==> config.mk <==
export PLATFORM = sky130hd
export DESIGN_NAME = fuse_op_ctrl
export DESIGN_NICKNAME = d
export VERILOG_FILES = /design/src/rtl/fuse_op_ctrl.sv
export SDC_FILE = /design/constraint.sdc
export NUM_CORES = 1
export LEC_CHECK = 0
export ABC_AREA = 1
export ABC_CLOCK_PERIOD_IN_PS = 1200
export BUFFER_PORTS_ARGS = -buffer_cell sky130_fd_sc_hd__buf_2
export CORE_MARGIN = 2
export CORE_UTILIZATION = 30
export DETAILED_ROUTE_END_ITERATION = 6
export GPL_ROUTABILITY_DRIVEN = 1
export PLACE_DENSITY = 0.67
export SKIP_CTS_REPAIR_TIMING = 1
export SLEW_MARGIN = 15
export SYNTH_ARGS = -nofsm -noshare
export SYNTH_HDL_FRONTEND = slang
export SYNTH_SLANG_ARGS = --single-unit
export TNS_END_PERCENT = 30
==> constraint.sdc <==
create_clock -name clk -period 1.2 [get_ports clk]
set_input_delay 0.24 -clock clk [delete_from_list [all_inputs] [get_ports clk]]
set_output_delay 0.24 -clock clk [all_outputs]
set_load 0.05 [all_outputs]
==> src/rtl/fuse_op_ctrl.sv <==
module fuse_op_ctrl #(
  parameter int AW        = 8,
  parameter int DW        = 32,
  parameter int LW        = 3,
  parameter int SENSE_CYC = 4
) (
  input  logic                   clk,
  input  logic                   rst_n,
  input  logic                   tick_32k,
  input  logic                   reg_we,
  input  logic [1:0]             reg_addr,
  input  logic [31:0]            reg_wdata,
  output logic [31:0]            reg_rdata,
  output logic [AW-1:0]          fuse_addr,
  output logic [$clog2(DW)-1:0]  fuse_bit,
  output logic                   fuse_sense,
  output logic                   fuse_rs0,
  output logic                   fuse_rs1,
  output logic                   fuse_prog,
  input  logic [DW-1:0]          fuse_rdata,
  output logic                   op_done
);
  localparam int BW   = $clog2(DW);
  localparam int SCW  = $clog2(SENSE_CYC);
  localparam int CNTW = (LW > SCW) ? LW : SCW;

  typedef enum logic [1:0] {K_NORM, K_M0, K_M1, K_PROG} kind_t;

  logic            busy, err, done_q;
  kind_t           kind;
  logic [CNTW-1:0] cnt;
  logic [LW-1:0]   len;
  logic [AW-1:0]   addr_q;
  logic [BW-1:0]   bit_q;
  logic [DW-1:0]   data_q;

  wire        ctrl_wr = reg_we && !busy && reg_addr == 2'd0;
  wire        loc_wr  = reg_we && !busy && reg_addr == 2'd1;
  wire [3:0]  cmd     = reg_wdata[3:0];
  wire        multi   = (cmd & (cmd - 4'd1)) != 4'd0;
  wire [LW-1:0] new_len = reg_wdata[4 +: LW];

  wire end_sense = busy && kind != K_PROG && cnt == '0;
  wire end_prog  = busy && kind == K_PROG && tick_32k && cnt == CNTW'(1);

  always_ff @(posedge clk or negedge rst_n) begin
    if (!rst_n) begin
      busy   <= 1'b0;
      err    <= 1'b0;
      done_q <= 1'b0;
      kind   <= K_NORM;
      cnt    <= '0;
      len    <= '0;
      addr_q <= '0;
      bit_q  <= '0;
      data_q <= '0;
    end else begin
      done_q <= 1'b0;
      if (busy) begin
        if (end_sense) begin
          data_q <= fuse_rdata;
          busy   <= 1'b0;
          done_q <= 1'b1;
        end else if (end_prog) begin
          busy   <= 1'b0;
          done_q <= 1'b1;
        end else if (kind != K_PROG || tick_32k) begin
          cnt <= cnt - 1'b1;
        end
      end else begin
        if (loc_wr) begin
          addr_q <= reg_wdata[8 +: AW];
          bit_q  <= reg_wdata[0 +: BW];
        end
        if (ctrl_wr) begin
          len <= new_len;
          if (multi)             err <= 1'b1;
          else if (reg_wdata[9]) err <= 1'b0;
          if (!multi && cmd != 4'd0) begin
            if (cmd[3]) begin
              if (new_len == '0) done_q <= 1'b1;
              else begin
                busy <= 1'b1;
                kind <= K_PROG;
                cnt  <= CNTW'(new_len);
              end
            end else begin
              busy <= 1'b1;
              cnt  <= CNTW'(SENSE_CYC - 1);
              kind <= cmd[1] ? K_M0 : (cmd[2] ? K_M1 : K_NORM);
            end
          end
        end
      end
    end
  end

  assign fuse_sense = busy && kind != K_PROG;
  assign fuse_rs0   = busy && kind == K_M0;
  assign fuse_rs1   = busy && kind == K_M1;
  assign fuse_prog  = busy && kind == K_PROG;
  assign fuse_addr  = addr_q;
  assign fuse_bit   = bit_q;
  assign op_done    = done_q;

  always_comb begin
    reg_rdata = '0;
    case (reg_addr)
      2'd0: begin
        reg_rdata[4 +: LW] = len;
        reg_rdata[8]       = busy;
        reg_rdata[9]       = err;
      end
      2'd1: begin
        reg_rdata[8 +: AW] = addr_q;
        reg_rdata[0 +: BW] = bit_q;
      end
      2'd2: reg_rdata[DW-1:0] = data_q;
      default: reg_rdata = '0;
    endcase
  end
endmodule

* Word-level counts from Yosys, hierarchy flattened
Cells that the tools add are included.
** Word-level totals
- Logic and storage cells :: 88
- Output and inout port bits :: 50
- Bits in registers :: 56
** Operators by class
- Eq/ne operators :: 12
- Bitwise logic cells :: 2
- Reduce and logical (&&, ||, !) cells :: 28
- Mux-type cells :: 35
- Add/subtract/negate cells :: 2
** Operators by type and width (number)
- 3-bit two-way mux :: 8
- 1-bit two-way mux :: 17
- 16-bit two-way mux :: 1
- 6-bit one-hot mux with 2 select lines :: 1
- 1-bit logical AND :: 11
- 2-bit two-way mux :: 4
- 2-bit inequality test (second input constant) :: 4
- 4-bit one-hot mux with 2 select lines :: 1
- 4-bit nonzero test :: 2
- 2-bit == test (second input constant) :: 3
- 3-bit logical NOT :: 2
- 2-bit one-hot mux with 3 select lines :: 1
- 2-bit AND reduction :: 3
- 6-bit AND reduction :: 1
- 2-bit nonzero test :: 3
- 4-bit AND :: 1
- 2-bit by 1-bit == test with 1-bit output (second input constant) :: 2
- 2-bit one-hot mux with 2 select lines :: 1
- 4-bit AND reduction :: 1
- 4-bit by 1-bit subtractor with 4-bit output (second input constant) :: 1
- 3-bit by 1-bit == test with 1-bit output (second input constant) :: 1
- 3-bit inequality test (second input constant) :: 1
- 1-bit one-hot mux with 3 select lines :: 1
- 3-bit AND reduction :: 1
- other kinds (6) :: 7

* Logic depth before layout (Yosys ltp)
- Word-level depth :: 8
- Depth in mapped cells :: 10
- Gate-level depth less buffers :: 10

* Worst setup path after synthesis
No wires, ideal clock.
- Kind :: in2out
- Start point :: input port reg_addr[0]
- End point :: output port reg_rdata[5]
- Cell stages on the path :: 5
- Slack :: -979 ps
- Required time :: 960 ps
- Data arrival time :: 1939 ps
- Cell sequence :: inv_1 -> ha_1 -> clkbuf_1 -> inv_1 -> o21ai_0
** On the way
- Cells in the longest elaborated chain, start to end :: 2
** RTL lines
- start: declaration :: line 11 : input logic [1:0] reg_addr,
- 2-bit == test / 2-bit logical NOT (equally long branches) :: line 108 : case (reg_addr)
- 2-bit one-hot mux with 2 select lines * :: line 108
- end: declaration :: line 13 : output logic [31:0] reg_rdata,
Mark *: on every way between the ends. The rest lies on a longest branch, timed or not.

* Final worst setup path
- Start point :: input port reg_addr[0]
- End point :: output port reg_rdata[26]
** On the way
- Cells in the longest elaborated chain, start to end :: 2
** RTL lines (line)
- 2-bit == test :: 108
- 16-bit two-way mux :: 108
No other way between the ends.

==> run_results.csv <==
group,metric,value,unit
route,first_pass_iters,4,
sta,final.setup.worst_slack,-314,ps
sta,worst_pin_slew,317,ps
worst_hold_path,hp-start,"fuse_rdata[27]",
yosys,synth.distinct_cells,28,
floorplanning,core_area,9240,µm²
cts,cts_tree,"yes",
floorplanning,die_area,10300,µm²
floorplanning,ioPinCount,120,
yosys,synth_seq_cells,56,
placed_design,gp_congestion,0.852,
floorplanning,initial_core_util,30.9,%
worst_hold_path,hold_end,"data_q[27]",
grt,grt_max_degree,57,
grt,antenna_found_initial,0,
critical_path,worstPathMaxFanout,9,
route,drt-initial-drc-count,63,
route,drt-vias-per-instance,4.45,
grt,gr-total-overflow,0,
sta,fmax,660,MHz
yosys,synth_flop_cell,"dfrtp_1",
critical_path,rrSetupSlack,-150,ps
cells_and_area,seq_area,1420,µm²
sta,final.min_clock_period,1510,ps
outcome,status,"finished, violations left",
critical_path,r2r-end,"cnt[2]",
critical_path,worstRegToRegCells,11,
placed_design,hpwl,5960,µm
cells_and_area,layout.cells.non_filler,638,
floorplanning,dieWidth,102,µm
critical_path,cp_data_arrival_time,1270,ps
power,combPwrFrac,55.4,%
power,ir_worst_vdd,0.877,mV
floorplanning,die_h,102,µm
route,vias,2842,
power,p_int,5.57,mW
cts,clk_latency,300,ps
power,switching_share,46.0,%
sta,grt_setup_unrepaired,"true",
yosys,synth.avg_cell_area,7.87,µm²
yosys,synth-edff-count,0,
sta,slew_viol_final,0,
flow_run,maxCapViolCount,0,
critical_path,start_kind,"primary input",
cells_and_area,antenna_cells,0,
cts,cts_buffer_depth,2,
route,routed_wl,8340,µm
cells_and_area,multi_input_area,1550,µm²
cts,cts_num_sinks,56,
sta,fin_worst_skew,3.09,ps
critical_path,cp.required,960,ps
cts,cts_buffers,5,
sta,timing_hold_violations_final,0,
cells_and_area,post-route-util,51.7,%
cells_and_area,fin_nets,585,
power,total_leakage_power,2.36,nW
outcome,violations,"negative setup slack",
route,drcViolationCount,0,
yosys,synth_area,2860,µm²
yosys,ys_seq_area_share,49.1,%
cells_and_area,n_fill_cell,875,
cells_and_area,drive_above_1_share,51.1,%
yosys,synth_cells,363,
worst_hold_path,holdCritPathClass,"in2reg",
cts,cts.clk_slew.worst_paths,90,ps
sta,setup_violations,85,
route,antenna_left,0,
critical_path,end_kind,"output pin",
power,clkPwrFrac,10.1,%
grt,grt_pass1_wl,12500,µm
cts,htreeDepth,2,
power,sequentialPowerShare,34.5,%
yosys,synth_fp_nets,440,
grt,grt_pass1_vias,2717,
yosys,async_flop_share,100,%
cts,cts_root_buf,"clkbuf_8",
power,cellPowerDensity,2160,nW/µm²
placed_design,placement.io_buffers,102,
placed_design,dp_cells,616,
yosys,yosysWarnings,0,
floorplanning,row_count,35,
power,p_sw,4.74,mW
critical_path,r2r-start,"cnt[1]",
cells_and_area,syn_to_final_growth,67.3,%
route,post_drt_wl_per_cell,13.1,µm
worst_hold_path,hold_depth,3,
sta,timing.final.crit_share,126,%
sta,slew_headroom,78.7,%
critical_path,worstSetupPathType,"in2out",
grt,grt_usage,15.2,%
## synth_stat cells, types with 2 or more instances
| cell type | number | area [µm²] |
|---|---|---|
| nor2_4 | 2 | 22.5 |
| ha_1 | 7 | 87.6 |
| nor2_1 | 10 | 37.5 |
| inv_1 | 38 | 143 |
| nand2_2 | 5 | 31.3 |
| buf_4 | 4 | 30.0 |
| o21ai_0 | 12 | 60.1 |
| nand2_1 | 170 | 638 |
| buf_2 | 3 | 15.0 |
| a21oi_1 | 11 | 55.1 |
| mux2_1 | 6 | 67.6 |
| nand3_1 | 7 | 35.0 |
| nand2_4 | 3 | 33.8 |
| o21ai_1 | 8 | 40.0 |
| nor3_1 | 2 | 10.0 |
| mux2_2 | 2 | 22.5 |
| dfrtp_1 | 56 | 1400 |
| clkbuf_1 | 4 | 15.0 |
| inv_2 | 4 | 15.0 |
## per-layer routing
metal,up-vias,part of all wire (%),wire [µm],track usage [%]
met1,1341,41,3400,18.5
li1,1400,-,-,-
met3,14,5.0,417,2.90
met4,0,1.8,150,3.64
met5,-,0,0,0
met2,87,52,4370,27.7
## cell families after synthesis
kind of cell	share of synthesized area (%)
adders and majority gates	3.07
DFF	49.1
muxes	3.15
buffers and inverters	8.15
and+or+nand+nor	30.3
AOI/OAI and AO/OA	6.22
## layout make-up
cell class | count | area share [%]
clock buffers | 8 | 1.89
inverters | 43 | 5.19
multi-input cells | 252 | 32.4
flip-flops and latches | 56 | 29.7
well taps | 129 | 3.38
repair buffers | 149 | 27.2
repair inverters | 1 | 0.183
## state kept, by name (all words and copies together), names as in the netlist
signal / count
busy: 1
fuse_addr: 8
kind: 2
err: 1
data_q: 32
op_done: 1
fuse_bit: 5
cnt: 3
len: 3
## worst max path at each step
stage,from,slack [ps],end,cells past startpoint
2_1_floorplan,reg_addr[0],-140,reg_rdata[10],5
3_3_place_gp,reg_addr[1],-390,reg_rdata[1],6
3_5_place_dp,reg_addr[1],-430,reg_rdata[12],6
4_1_cts,busy,-450,fuse_prog,4
5_1_grt,busy,-370,reg_rdata[8],5
6_report,reg_addr[0],-310,reg_rdata[26],9
## power groups by stage
stage / Clock, mW / Sequential, mW / Combinational [mW]
final: 1.05 / 3.55 / 5.72
after global routing: 1.16 / 3.67 / 6.19
after CTS: 1.10 / 3.39 / 5.02
after detailed placement: 0 / 3.40 / 5.02
after global placement: 0 / 3.38 / 4.92
after floorplan: 0 / 3.99 / 2.86
## critical path, cell delays in order
cell and delay [ps]:
buf_2 100, inv_2 60, ha_4 170, buf_12 130, buf_12 150, buf_4 140
nand2_4 50, clkinvlp_4 80, buf_6 150
## stage by stage
step | hold slack (ps) | setup slack [ps] | setup TNS (ps) | total power [mW] | area (µm²)
6_report | 128 | -314 | -12960 | 10.3 | 4780
5_1_grt | 126 | -372 | -20670 | 11.0 | 4780
4_1_cts | -64.1 | -449 | -20280 | 9.51 | 4170
3_5_place_dp | 267 | -428 | -20650 | 8.43 | 4080
3_3_place_gp | 265 | -386 | -18920 | 8.31 | 4080
2_1_floorplan | -55.6 | -138 | -6340 | 6.85 | 3190
## cells in the final DEF (no fill, tap or decap), types with 2 or more instances in the layout
cell type,n
ha_1,3
ha_4,3
a21oi_4,10
nand3_2,3
clkbuf_1,2
nand3_1,5
o21ai_1,8
nor3_4,2
clkinvlp_4,19
buf_4,42
mux2_2,2
clkbuf_8,6
nand2_4,13
nor2_4,2
buf_6,27
buf_8,15
nand2_1,142
buf_2,56
nand2_2,23
o21ai_4,2
mux2_1,6
inv_2,5
dfrtp_1,42
buf_12,7
nor2_1,10
o21ai_0,10
inv_1,17
dfrtp_2,14
Note: power is estimated with default switching activity, not from simulation.
